`config.mk`:
```
export PLATFORM = sky130hd
export DESIGN_NAME = secfg_wctl
export DESIGN_NICKNAME = d
export VERILOG_FILES = /design/src/rtl/secfg_pkg.sv /design/src/rtl/secfg_lock_any.sv /design/src/rtl/secfg_update.sv /design/src/rtl/secfg_wctl.sv
export SDC_FILE = /design/constraint.sdc
export NUM_CORES = 1
export LEC_CHECK = 0
export ABC_CLOCK_PERIOD_IN_PS = 1000
export CAP_MARGIN = 20
export CELL_PAD_IN_SITES_DETAIL_PLACEMENT = 0
export CELL_PAD_IN_SITES_GLOBAL_PLACEMENT = 1
export CORE_ASPECT_RATIO = 1.75
export CORE_UTILIZATION = 47
export CTS_CLUSTER_DIAMETER = 50
export CTS_CLUSTER_SIZE = 28
export DETAILED_ROUTE_END_ITERATION = 8
export DONT_BUFFER_PORTS = 1
export HOLD_SLACK_MARGIN = 0.08
export PLACE_DENSITY_LB_ADDON = 0.1
export SYNTH_ARGS = -nofsm -noshare
export SYNTH_HDL_FRONTEND = slang
export SYNTH_HIERARCHICAL = 1
export SYNTH_SLANG_ARGS = --single-unit
```
`constraint.sdc`:
```
create_clock -name clk -period 1 [get_ports clk]
set_input_delay 0.1 -clock clk [delete_from_list [all_inputs] [get_ports clk]]
set_output_delay 0.1 -clock clk [all_outputs]
set_load 0.02 [all_outputs]
```
`src/rtl/secfg_pkg.sv`:
```
// Package: field positions and masks of the security configuration register.
// Assumes a 32-bit register; only bits 0..5 are implemented.
package secfg_pkg;
    localparam int CFG_W     = 32;
    localparam int BIT_LKDN  = 0;   // sticky machine lockdown
    localparam int BIT_WLST  = 1;   // sticky machine whitelist
    localparam int BIT_BYP   = 2;   // lock bypass
    localparam int BIT_LPAD  = 3;   // landing-pad enable
    localparam int BIT_USEED = 4;   // user seed access
    localparam int BIT_SSEED = 5;   // supervisor seed access

    typedef logic [CFG_W-1:0] cfg_t;

    // One-hot mask for a field position
    function automatic cfg_t bit_mask(input int idx);
        cfg_t m;
        m = '0;
        m[idx] = 1'b1;
        return m;
    endfunction

    localparam cfg_t STICKY_MASK = bit_mask(BIT_LKDN) | bit_mask(BIT_WLST);
    localparam cfg_t POLICY_MASK = STICKY_MASK | bit_mask(BIT_BYP);
    localparam cfg_t SEED_MASK   = bit_mask(BIT_USEED) | bit_mask(BIT_SSEED);
    localparam cfg_t LPAD_MASK   = bit_mask(BIT_LPAD);
    localparam cfg_t IMPL_MASK   = POLICY_MASK | SEED_MASK | LPAD_MASK;
endpackage

```
`src/rtl/secfg_lock_any.sv`:
```
// Module: reduces the per-entry lock bits to a single "some entry locked" flag.
// Assumes disabled entries still report their lock bit; with no entries the
// flag is forced low.
module secfg_lock_any #(
    parameter int ENTRIES = 8,
    localparam int LOCK_W = (ENTRIES == 0) ? 1 : ENTRIES
) (
    input  logic [LOCK_W-1:0] lock_i,
    output logic              any_locked_o
);
    localparam bit HAS_ENTRIES = (ENTRIES != 0);

    logic [LOCK_W:0] chain;

    assign chain[0] = 1'b0;

    // OR chain across the entries
    for (genvar i = 0; i < LOCK_W; i++) begin : g_or
        assign chain[i+1] = chain[i] | lock_i[i];
    end

    // Gate with the presence of entries
    assign any_locked_o = HAS_ENTRIES & chain[LOCK_W];
endmodule

```
`src/rtl/secfg_update.sv`:
```
// Module: computes the value the register takes on a write from the current
// value, the data, the lock flag and the feature straps.
// Assumes the caller only loads the result when the write strobe is high.
module secfg_update
    import secfg_pkg::*;
#(
    parameter bit HAS_ENTRIES = 1'b1
) (
    input  cfg_t cur_i,
    input  cfg_t data_i,
    input  logic any_locked_i,
    input  logic entropy_en_i,
    input  logic cfi_en_i,
    output cfg_t nxt_o
);
    logic bypass_frozen;
    cfg_t load_mask;
    cfg_t set_mask;

    // Bypass is frozen when a lock exists and bypass already reads 0
    assign bypass_frozen = any_locked_i & ~cur_i[BIT_BYP];

    // Fields replaced by data on this write
    always_comb begin
        load_mask = '0;
        if (HAS_ENTRIES && !bypass_frozen) load_mask |= bit_mask(BIT_BYP);
        if (entropy_en_i)                  load_mask |= SEED_MASK;
        if (cfi_en_i)                      load_mask |= LPAD_MASK;
    end

    // Fields that may only be set
    assign set_mask = HAS_ENTRIES ? STICKY_MASK : '0;

    // Merge and drop unimplemented bits
    assign nxt_o = ((cur_i & ~load_mask) | (data_i & load_mask) | (data_i & set_mask))
                   & IMPL_MASK;
endmodule

```
`src/rtl/secfg_wctl.sv`:
```
// Module: security configuration register with per-field write control and a
// translation-cache flush pulse. Assumes privilege checks are done upstream
// and that lock bits are valid in the write cycle.
module secfg_wctl
    import secfg_pkg::*;
#(
    parameter int ENTRIES = 8,
    localparam int LOCK_W = (ENTRIES == 0) ? 1 : ENTRIES
) (
    input  logic              clk,
    input  logic              rst_n,
    input  logic              wr_en_i,
    input  logic [CFG_W-1:0]  wr_data_i,
    input  logic [LOCK_W-1:0] lock_i,
    input  logic              entropy_en_i,
    input  logic              cfi_en_i,
    output logic [CFG_W-1:0]  cfg_o,
    output logic              flush_o
);
    localparam bit HAS_ENTRIES = (ENTRIES != 0);

    logic any_locked;
    cfg_t cfg_q;
    cfg_t cfg_d;
    logic flush_q;

    secfg_lock_any #(.ENTRIES(ENTRIES)) u_lock (
        .lock_i       (lock_i),
        .any_locked_o (any_locked)
    );

    secfg_update #(.HAS_ENTRIES(HAS_ENTRIES)) u_upd (
        .cur_i        (cfg_q),
        .data_i       (wr_data_i),
        .any_locked_i (any_locked),
        .entropy_en_i (entropy_en_i),
        .cfi_en_i     (cfi_en_i),
        .nxt_o        (cfg_d)
    );

    // Register load and flush pulse generation
    always_ff @(posedge clk) begin
        if (!rst_n) begin
            cfg_q   <= '0;
            flush_q <= 1'b0;
        end else begin
            if (wr_en_i) cfg_q <= cfg_d;
            flush_q <= wr_en_i & HAS_ENTRIES;
        end
    end

    assign cfg_o   = cfg_q;
    assign flush_o = flush_q;
endmodule

```
### After elaboration in Yosys (flattened, before gate mapping)

Index checks and enable logic that the tools add are counted.

| word-level totals | value |
|---|---|
| output and inout bits | 33 |
| bits in registers | 7 |
| logic and storage cells | 19 |

| cells by class | value |
|---|---|
| bitwise logic cells | 14 |
| mux-type cells | 3 |

Operator list:

| operator | number |
|---|---|
| $and 6x6->6 | 2 |
| $or 1x1->1 | 7 |
| $mux 6 | 1 |
| $not 6->6 | 1 |
| $or 6x2->6 | 1 |
| $or 6x6->6 | 1 |
| $mux 4 | 1 |
| $mux 3 | 1 |
| $and 1x1->1 | 1 |
| $not 1->1 | 1 |

### Depth between registers and ports, before layout

| depth | value |
|---|---|
| depth after elaboration | 15 |
| depth in mapped cells | 5 |

### Cells and area by module

Netlist, hierarchy kept.

By module, submodules not included:

| module | cells each | times used | sequential area each (sq um) | area an instance (sq um) |
|---|---|---|---|---|
| secfg_wctl | 105 | 1 | 660.6 | 1,270.0 |
| secfg_update | 34 | 1 | 0.0 | 267.8 |
| secfg_lock_any | 3 | 1 | 0.0 | 16.3 |

### Least setup slack after synthesis

No wires, ideal clock.

| timing path | value |
|---|---|
| path type | reg-to-reg |
| from | register cfg_q[3] (netlist: cfg_o[3]) |
| to | register cfg_q[3] (netlist: cfg_o[3]) |
| arrival | 0.808 ns |
| cell stages (with the launch flop) | 4 |
| data required time | 0.884 ns |
| clock period less this slack | 0.924 ns |
| slack | 0.076 ns |
| path buffers | 0 |
| setup time | 0.116 ns |
| cells stage by stage | dfxtp_1 -> mux2_4 -> mux2i_1 -> nor2b_1 |

| between the ends | value |
|---|---|
| longest elaborated chain between the ends | 3 |

RTL lines:

| element | RTL line | RTL |
|---|---|---|
| start: declaration | secfg_wctl.sv:23 | `cfg_t cfg_q;` |
| start signal: assignment | secfg_wctl.sv:47 | `if (wr_en_i) cfg_q <= cfg_d;` |
| $and 6x6->6 | secfg_update.sv:35 | `assign nxt_o = ((cur_i & ~load_mask) \| (data_i & load_mask) \| (data_i & set_mask))` |
| $or 6x6->6 | secfg_update.sv:35 |  |
| $or 6x2->6 | secfg_update.sv:35 |  |
| net cfg_d[3] | secfg_wctl.sv:24 | `cfg_t cfg_d;` |

The timed path passes the listed nets, and every way through them passes these cells.
A chain may end at the register's enable or synchronous reset.

### Final worst setup path

| timing path | value |
|---|---|
| from | register cfg_q[5] (netlist: cfg_o[5]) |
| to | register cfg_q[5] (netlist: cfg_o[5]) |

The elaborated chain is that of the path after synthesis.

==> run_summary.xml <==
<?xml version="1.0" encoding="UTF-8"?>
<metrics>
  <group name="min_path">
    <metric name="holdCritPathClass" unit="">in2reg</metric>
  </group>
  <group name="worst_setup_path">
    <metric name="critical_path.max_fanout" unit="">2</metric>
    <metric name="worst_path_largest_cell_delay" unit="ns">0.31</metric>
    <metric name="cp_data_arrival_time" unit="ns">1.04</metric>
    <metric name="timing.reg2reg.worst_path_depth" unit="">3</metric>
    <metric name="critPathRequiredTime" unit="ns">1.16</metric>
    <metric name="critical_path.reg2reg.startpoint" unit="">cfg_o[5]</metric>
    <metric name="cp-endpoint" unit="">cfg_o[5]</metric>
    <metric name="critical_path.slowest_cell" unit="">sky130_fd_sc_hd__dfxtp_1</metric>
    <metric name="critPathLaunchType" unit="">register</metric>
    <metric name="end_kind" unit="">register</metric>
    <metric name="reg2reg_to" unit="">cfg_o[5]</metric>
    <metric name="crit_type" unit="">reg2reg</metric>
    <metric name="cp_cell_sequence" unit="">mux2_4, mux2i_1, nor2b_1</metric>
    <metric name="setup.worst_path.start" unit="">cfg_o[5]</metric>
    <metric name="r2r_setup_slack" unit="ns">0.12</metric>
  </group>
  <group name="cts">
    <metric name="path_clk_slew" unit="ns">0.06</metric>
    <metric name="cts_sinks" unit="">33</metric>
    <metric name="numCtsBuffers" unit="">5</metric>
    <metric name="cts.htree.levels" unit="">2</metric>
    <metric name="post_cts_resized" unit="">0</metric>
    <metric name="cts.path.max_buffers" unit="">2</metric>
    <metric name="ctsRootBufferMaster" unit="">sky130_fd_sc_hd__clkbuf_8</metric>
    <metric name="ctsHoldBuffers" unit="">1</metric>
    <metric name="cts_setup_buffers" unit="">0</metric>
    <metric name="clkLatencyLatePin" unit="ns">0.27</metric>
    <metric name="tritoncts" unit="">done</metric>
  </group>
  <group name="floorplanning">
    <metric name="core.rowCount" unit="">27</metric>
    <metric name="die-width" unit="µm">45.47</metric>
    <metric name="floorplan.initialDensity" unit="">0.4946</metric>
    <metric name="die_y" unit="µm">78.07</metric>
    <metric name="ioPinCount" unit="">78</metric>
    <metric name="total_die_area" unit="µm²">3549</metric>
    <metric name="fp.coreArea" unit="µm²">3142</metric>
  </group>
  <group name="timing">
    <metric name="hold-worst-slack" unit="ns">-0.04336</metric>
    <metric name="final.period_utilization" unit="">0.8781</metric>
    <metric name="finalMaxSlewViolations" unit="">0</metric>
    <metric name="skew" unit="ns">0</metric>
    <metric name="fmaxAchievable" unit="MHz">1139</metric>
    <metric name="final-setup-viol-count" unit="">0</metric>
    <metric name="rsz0062_at_grt" unit="">false</metric>
    <metric name="setup_tns_after_final_layout" unit="ns">0</metric>
    <metric name="final_period_minus_worst_setup_slack" unit="ns">0.8781</metric>
    <metric name="timing.final.hold_violations" unit="">32</metric>
  </group>
  <group name="logic_synthesis">
    <metric name="yosys_register_bits" unit="">33</metric>
    <metric name="combinational_family_with_the_most_area_after_synthesis" unit="">multiplexers</metric>
    <metric name="post_synth_mux_area_share" unit="">0.2351</metric>
    <metric name="yosysSeqAreaShare" unit="">0.4251</metric>
    <metric name="syn_area_per_cell" unit="µm²">10.94</metric>
    <metric name="yosys.area_share.simple" unit="">0.1514</metric>
    <metric name="synth_adder_area_share" unit="">0</metric>
    <metric name="post_synth_design_cell_area" unit="µm²">1554</metric>
    <metric name="netlist_instances" unit="">142</metric>
    <metric name="synth.yosys.warnings" unit="">6</metric>
    <metric name="synth.distinct_cells" unit="">15</metric>
    <metric name="synth_compound_area_frac" unit="">0.004831</metric>
    <metric name="synth-xor-area-share" unit="">0</metric>
  </group>
  <group name="detailed_routing">
    <metric name="route.detailed.vias_per_inst" unit="">4.271</metric>
    <metric name="drt.antenna.violating_nets" unit="">0</metric>
    <metric name="routed_vias" unit="">931</metric>
    <metric name="firstDrtPassIters" unit="">2</metric>
    <metric name="post_detailed_routing_wire_length" unit="µm">2386</metric>
    <metric name="detail_route.drc_violations" unit="">0</metric>
    <metric name="post_drt_wl_per_cell" unit="µm">10.94</metric>
    <metric name="detailedRoute.firstIterationViolations" unit="">4</metric>
  </group>
  <group name="layout">
    <metric name="layout.cell_area.non_filler" unit="µm²">1754</metric>
    <metric name="most_frequent_standard_cell_in_the_layout_excluding_fill_and_tap_cells" unit="">sky130_fd_sc_hd__dfxtp_1</metric>
    <metric name="layout.cells.most_common_list" unit="">sky130_fd_sc_hd__dfxtp_1, sky130_fd_sc_hd__mux2i_1, sky130_fd_sc_hd__nor2b_1, sky130_fd_sc_hd__buf_4, sky130_fd_sc_hd__conb_1</metric>
    <metric name="syn_to_final_growth" unit="%">12.88</metric>
    <metric name="antenna_cells" unit="">0</metric>
    <metric name="finalNetCount" unit="">219</metric>
    <metric name="drive_above_1_share" unit="">0.2286</metric>
  </group>
  <group name="global_route">
    <metric name="grt_antenna_before_repair" unit="">0</metric>
    <metric name="grt_use_total" unit="">0.1358</metric>
    <metric name="global_route.overflow_total" unit="">0</metric>
    <metric name="grt_pass1_vias" unit="">853</metric>
    <metric name="largest_net_degree_at_the_start_of_global_routing" unit="">34</metric>
    <metric name="grt_first_pass_wirelength" unit="µm">3491</metric>
  </group>
  <group name="power_and_ir_drop">
    <metric name="power.density_cell_area" unit="nW/µm²">1562</metric>
    <metric name="peakVddDrop" unit="mV">0.8272</metric>
    <metric name="power.leakage" unit="nW">0.8477</metric>
  </group>
  <group name="placement">
    <metric name="place.port_buffers" unit="">0</metric>
    <metric name="hpwlAfterDp" unit="µm">1631</metric>
    <metric name="placed_cell_areas" unit="µm²">1664</metric>
    <metric name="place.gp.congestion" unit="">0.6362</metric>
  </group>
  <group name="status">
    <metric name="run_status" unit="">finished with violations</metric>
    <metric name="failed_checks" unit="">negative hold slack</metric>
  </group>
  <group name="flow_run">
    <metric name="maxCapViolations" unit="">0</metric>
  </group>
</metrics>
-- kinds of logic (layout without fill, tap and decap cells) --
family | after synthesis | in the layout
flip-flops | 33 | 33
other | 1 | 26
buffers and inverters | 34 | 42
AND/OR/NAND/NOR | 38 | 38
multiplexers | 35 | 35
AO/OA/AOI/OAI | 1 | 1
-- synthesized netlist by cell type --
cell type / instances / area share
sky130_fd_sc_hd__nor4_1: 2 / 0.0081
sky130_fd_sc_hd__mux2_4: 3 / 0.029
sky130_fd_sc_hd__buf_6: 1 / 0.0072
sky130_fd_sc_hd__buf_4: 26 / 0.13
sky130_fd_sc_hd__nor2b_1: 32 / 0.13
sky130_fd_sc_hd__mux2i_1: 32 / 0.21
sky130_fd_sc_hd__inv_1: 1 / 0.0024
sky130_fd_sc_hd__and2_1: 1 / 0.0040
sky130_fd_sc_hd__clkbuf_1: 3 / 0.0072
sky130_fd_sc_hd__a21boi_0: 1 / 0.0048
sky130_fd_sc_hd__buf_12: 3 / 0.039
sky130_fd_sc_hd__or2_1: 2 / 0.0081
sky130_fd_sc_hd__conb_1: 1 / 0.0024
sky130_fd_sc_hd__dfxtp_1: 33 / 0.43
sky130_fd_sc_hd__nand2_1: 1 / 0.0024
-- state kept, by name, indices dropped and copies added (netlist names) --
register and flops:
cfg_o 32, flush_o 1
-- power breakdown --
part           leakage (nW)  internal, W  switching, W
clock                0.0395     0.000494      0.000429
combinational         0.536     0.000206      0.000179
sequential            0.272      0.00139     0.0000403
total                 0.848      0.00209      0.000649
-- worst max-delay path, delay by kind of cell, from the launching register on --
kind / cells / cell delay (ns)
DFF: 1 / 0.31
muxes: 2 / 0.41
and+or+nand+nor: 1 / 0.06
-- area by class of cell --
cell class / instances / area [µm²]
clock buffers: 8 / 80.08
fillers: 318 / 1388
inverters: 1 / 3.754
multi-input cells: 100 / 705.7
flip-flops and latches: 33 / 660.6
well taps: 43 / 53.80
repair buffers: 33 / 250.2
-- per-layer routing --
layer / up-vias / share of wire / GRT usage
li1: 475 / - / -
met1: 423 / 0.40 / 0.1349
met2: 29 / 0.53 / 0.2314
met5: - / 0 / 0
met4: 0 / 0.016 / 0.07273
met3: 4 / 0.056 / 0.04828
-- worst min path at each step --
stage             from        end  slack, ns  depth (start not counted)
2_1_floorplan    rst_n   cfg_o[0]       0.23                          1
4_1_cts          rst_n   cfg_o[0]      -0.05                          1
3_3_place_gp   wr_en_i    flush_o       0.23                          1
5_1_grt          rst_n  cfg_o[17]      -0.05                          1
3_5_place_dp   wr_en_i    flush_o       0.23                          1
6_report         rst_n  cfg_o[17]      -0.04                          1
-- metrics by stage --
step	hold slack, ns	power (W)	cells	util	worst slack [ns]
6_report	-0.04336	0.002740	218	0.5583	0.1219
5_1_grt	-0.05121	0.002864	218	0.5583	0.08674
4_1_cts	-0.05378	0.002786	218	0.5583	0.1065
3_5_place_dp	0.2349	0.001846	209	0.5297	0.1090
3_3_place_gp	0.2312	0.001831	209	0.5297	0.1541
2_1_floorplan	0.2282	0.001847	167	-	0.07611
(Power assumes the default switching activity.)
